### src/rtl/piso_pkg.sv
package piso_pkg;

  typedef enum logic {
    SR_FOLLOW = 1'b0,
    SR_SHIFT  = 1'b1
  } sr_mode_e;

  // a 0-to-1 change between the previous and the current sample
  function automatic logic rise(input logic now_v, input logic before_v);
    return now_v & ~before_v;
  endfunction

endpackage

### src/rtl/piso_edge.sv
module piso_edge (
  input  logic clk,
  input  logic rst,
  input  logic stb,
  output logic fire
);
  logic prev_q;

  always_ff @(posedge clk) begin
    if (rst) prev_q <= 1'b0;
    else     prev_q <= stb;
  end

  assign fire = piso_pkg::rise(stb, prev_q);

  AST_FIRE_ONE_CYCLE: assert property (@(posedge clk) disable iff (rst)
    fire |=> !fire);
endmodule

### src/rtl/piso_store.sv
module piso_store #(
  parameter int WIDTH = 8
) (
  input  logic             clk,
  input  logic             rst,
  input  logic             cap,
  input  logic [WIDTH-1:0] d,
  output logic [WIDTH-1:0] q
);
  always_ff @(posedge clk) begin
    if (rst)      q <= '0;
    else if (cap) q <= d;
  end

  AST_CAPTURE: assert property (@(posedge clk) disable iff (rst)
    cap |=> q == $past(d));
  AST_STORE_HOLD: assert property (@(posedge clk) disable iff (rst)
    !cap |=> $stable(q));
endmodule

### src/rtl/piso_shifter.sv
module piso_shifter
  import piso_pkg::*;
#(
  parameter int WIDTH = 8
) (
  input  logic             clk,
  input  logic             rst,
  input  sr_mode_e         mode,
  input  logic             step,
  input  logic             ser_in,
  input  logic [WIDTH-1:0] load_val,
  output logic [WIDTH-1:0] q
);
  localparam int TOP = WIDTH - 1;

  function automatic logic [WIDTH-1:0] advance(input logic [WIDTH-1:0] cur,
                                               input logic b);
    return {cur[TOP-1:0], b};
  endfunction

  logic do_load, do_step;
  assign do_load = (mode == SR_FOLLOW);
  assign do_step = (mode == SR_SHIFT) && step;

  always_ff @(posedge clk) begin
    if (rst)          q <= '0;
    else if (do_load) q <= load_val;
    else if (do_step) q <= advance(q, ser_in);
  end

  AST_SHIFT_STEP: assert property (@(posedge clk) disable iff (rst)
    (mode == SR_SHIFT && step) |=> (q[TOP:1] == $past(q[TOP-1:0]) && q[0] == $past(ser_in)));
  AST_SHIFT_HOLD: assert property (@(posedge clk) disable iff (rst)
    (mode == SR_SHIFT && !step) |=> $stable(q));
  AST_FOLLOW: assert property (@(posedge clk) disable iff (rst)
    (mode == SR_FOLLOW) |=> q == $past(load_val));
endmodule

### src/rtl/latched_piso.sv
module latched_piso
  import piso_pkg::*;
#(
  parameter int WIDTH = 8
) (
  input  logic             clk,
  input  logic             rst,
  input  logic [WIDTH-1:0] par_in,
  input  logic             ser_in,
  input  logic             cap_stb,
  input  logic             sh_stb,
  input  logic             shift_mode,
  input  logic             oe_n,
  output logic             ser_out,
  output logic             ser_drive
);
  localparam int TOP = WIDTH - 1;

  logic             cap_fire, sh_fire;
  logic [WIDTH-1:0] store_q, sr_q;
  sr_mode_e         mode;

  assign mode = sr_mode_e'(shift_mode);

  piso_edge u_cap_edge (.clk(clk), .rst(rst), .stb(cap_stb), .fire(cap_fire));
  piso_edge u_sh_edge  (.clk(clk), .rst(rst), .stb(sh_stb),  .fire(sh_fire));

  piso_store #(.WIDTH(WIDTH)) u_store (
    .clk(clk), .rst(rst), .cap(cap_fire), .d(par_in), .q(store_q)
  );

  piso_shifter #(.WIDTH(WIDTH)) u_shift (
    .clk(clk), .rst(rst), .mode(mode), .step(sh_fire), .ser_in(ser_in),
    .load_val(store_q), .q(sr_q)
  );

  assign ser_out   = sr_q[TOP];
  assign ser_drive = ~oe_n;

  AST_SAME_CYCLE_OLD: assert property (@(posedge clk) disable iff (rst)
    (cap_fire && mode == SR_FOLLOW) |=> sr_q == $past(store_q));
  AST_RESET_CLEAR: assert property (@(posedge clk)
    rst |=> (store_q == '0 && sr_q == '0));
endmodule

### config.mk
export PLATFORM = sky130hd
export DESIGN_NAME = latched_piso
export DESIGN_NICKNAME = d
export VERILOG_FILES = /design/src/rtl/piso_pkg.sv /design/src/rtl/piso_edge.sv /design/src/rtl/piso_store.sv /design/src/rtl/piso_shifter.sv /design/src/rtl/latched_piso.sv
export SDC_FILE = /design/constraint.sdc
export NUM_CORES = 1
export LEC_CHECK = 0
export ABC_AREA = 1
export BUFFER_PORTS_ARGS = -buffer_cell sky130_fd_sc_hd__buf_2
export CAP_MARGIN = 20
export CORE_ASPECT_RATIO = 1.4
export CORE_MARGIN = 3
export CORE_UTILIZATION = 40
export DETAILED_ROUTE_END_ITERATION = 12
export HOLD_SLACK_MARGIN = 0.05
export PLACE_DENSITY = 0.59
export SLEW_MARGIN = 10
export SYNTH_ARGS = -nofsm -noshare
export SYNTH_HDL_FRONTEND = slang
export SYNTH_HIERARCHICAL = 1
export SYNTH_SLANG_ARGS = --single-unit
export TNS_END_PERCENT = 20
### constraint.sdc
create_clock -name clk -period 1.07 [get_ports clk]
set_input_delay 0.214 -clock clk [delete_from_list [all_inputs] [get_ports clk]]
set_output_delay 0.214 -clock clk [all_outputs]
set_load 0.02 [all_outputs]
==> impl_metrics.csv <==
group,metric,value,unit
status,status,"finished, final reports clean",
power,max-vdd-ir-drop,0.7163,mV
clocking,clock_path_buffers,2,
sta,clock.fmax,1009,MHz
yosys,syn_inst,124,
yosys,synth_common_cells,"35 x nand2_1, 21 x inv_1, 20 x nand3_1",
setup_path,start_kind,"flop",
floorplan,die_area,2661,sq um
global_routing,grt_max_degree,18,
placement,hpwl,1099,um
yosys,synth-async-reset-ratio,0,%
yosys,syn_area_per_cell,6.680,sq um
route,ant_nets,0,
yosys,synth.most_common_cell,"nand2_1",
route,routed-via-count,720,
sta,slew_viol_final,0,
placement,gp_congestion,0.8173,
power,p_leak,0.5374,nW
yosys,synth.top_cells.by_area,"dfxtp_1 44%, nand2_1 16%, nand3_1 12%, inv_1 9.5%, nor2_1 8.6%",
power,powerDensity,1421,nW/um^2
yosys,syn_area,828.3,sq um
clocking,clock_latency,0.29,ns
setup_path,cp.arrival,0.78,ns
power,p_total,1.323,mW
sta,setup-tns-final,0,ns
placement,pre_cts_ws,0.1016,ns
yosys,synth_edf_count,0,
global_routing,grtUsageTotal,12.98,%
sta,tightest_slew,0.2699,ns
global_routing,overflow,0,
route,dr_wl_met2,685,um
layout,seq_area,360.3,sq um
setup_path,critPathBufInv,1,
clocking,clk_pin_slew,0.10,ns
layout,syn2layout_area_growth,12.39,%
setup_path,path_cells,"buf_2",
sta,period_share,92.59,%
clocking,numCtsBuffers,3,
layout,fillers,209,
setup_path,critPathCaptureType,"primary output",
layout,drive_gt1_share,18.44,%
sta,final-setup-viol-count,0,
floorplan,core-area,1869,sq um
floorplan,io_pins,17,
sta,skew,0.003782,ns
clocking,post_cts_resize_count,0,
route,wl_met3,40,um
global_routing,antenna_found_initial,0,
layout,nNetsFinal,157,
setup_path,critical_path.max_fanout,2,
sta,worst_slack,0.07927,ns
sta,slew_headroom,82.01,%
clocking,hold_buffers,0,
layout,n_antenna_cell,0,
floorplan,die_h,59.85,um
placement,port_buffers,16,
yosys,synth_top_area_cell,"dfxtp_1",
yosys,ys.flop_type,"dfxtp_1",
setup_path,critPathMaxStageDelay,0.33,ns
route,via_per_inst,4.472,
yosys,ys_ff_latch,18,
route,wl_met1,688,um
sta,rsz0062_at_grt,"yes",
setup_path,crit_path_top_delay_cell,"dfxtp_1",
yosys,synth.distinct_cells,13,
floorplan,die_x,44.46,um
route,wire_per_inst,8.901,um
clocking,post_cts_buffers,0,
yosys,yosysTopAreaCellShare,43.50,%
route,drc,0,
clocking,cts_sinks,18,
route,top_layer_used,"met4",
yosys,ys_warn_count,6,
sta,period_needed,0.9907,ns
layout,layout.cells.non_filler,161,
clocking,htreeDepth,1,
setup_path,path_delay_family,"flip-flops",
global_routing,grt_pass1_vias,658,
placement,placed_cells,157,
yosys,yosysSeqAreaShare,43.50,%
route,drtPass1Iterations,4,
job,max_cap_viol_count,0,
clocking,root_buffer,"clkbuf_4",
floorplan,start_util,44.31,%
layout,multi_input_area,325.3,sq um
sta,hold_viol,0,
global_routing,grt_pass1_wl,2573,um
setup_path,worstPathRequired,0.86,ns
route,drt-total-wl,1433,um
route,drt_iter0_drc,17,
floorplan,rows,18,
clocking,cts_tree,"yes",
yosys,syn-num-nets,139,
setup_path,critical_path_class,"reg -> out",
worst_hold_path,hp-class,"in -> reg",
==> cell type report <==
cell class                 instances  area share (%)
multi-input combinational         78           34.95
inverter                          23           9.543
tap                               20           2.688
clock buffer                       4           3.898
timing repair buffer              18           10.22
sequential                        18           38.71
==> logic make-up after synthesis <==
family | count (synthesis) | synth area share [%]
DFF | 18 | 43.51
buffers and inverters | 28 | 17.22
and+or+nand+nor | 76 | 38.07
AOI/OAI and AO/OA | 2 | 1.209
==> metrics by stage <==
step | util, % | hold slack [ns] | instance area (sq um)
2_1_floorplan | - | 0.2831 | 828.3
3_3_place_gp | 47.86 | 0.4295 | 894.6
3_5_place_dp | 47.86 | 0.4372 | 894.6
4_1_cts | 49.80 | 0.1244 | 930.9
5_1_grt | 49.80 | 0.1431 | 930.9
6_report | 49.80 | 0.1342 | 930.9
==> layout by cell type (no fill, tap or decap) <==
cell,synthesis,layout
nor2_2,1,1
nand2_2,1,1
nand3_1,20,20
clkbuf_4,0,3
clkbuf_8,0,1
nand2_1,35,35
buf_2,1,16
inv_1,21,21
inv_2,1,1
dfxtp_1,18,18
a21oi_1,2,2
nor2_1,19,19
buf_4,0,2
inv_4,1,1
==> state kept, by name (all words and copies together) (netlist names) <==
| name | cells |
|---|---|
| u_sh_edge/prev_q | 1 |
| u_cap_edge/prev_q | 1 |
| u_shift/q | 8 |
| u_store/q | 8 |
==> final timing paths <==
kind                 endpoint  slack (ns)              from  cells after the start
min          u_sh_edge/prev_q        0.13            sh_stb                      3
min reg2reg      u_store/q[4]        0.48      u_store/q[4]                      2
max reg2reg      u_shift/q[0]        0.12  u_sh_edge/prev_q                      7
max                   ser_out        0.08      u_shift/q[7]                      1
==> power breakdown <==
group	leakage [nW]	switching [mW]	internal (mW)	total [mW]
Combinational	0.368	0.105	0.0728	0.178
Clock	0.0210	0.205	0.207	0.412
Sequential	0.149	0.0200	0.713	0.733
Total	0.537	0.330	0.993	1.32
==> metal layers <==
metal	GRT usage, %	up-vias
met3	1.807	2
met5	0	-
met2	21.36	11
met4	9.052	0
li1	-	403
met1	15.05	304
(Power assumes the default switching activity.)
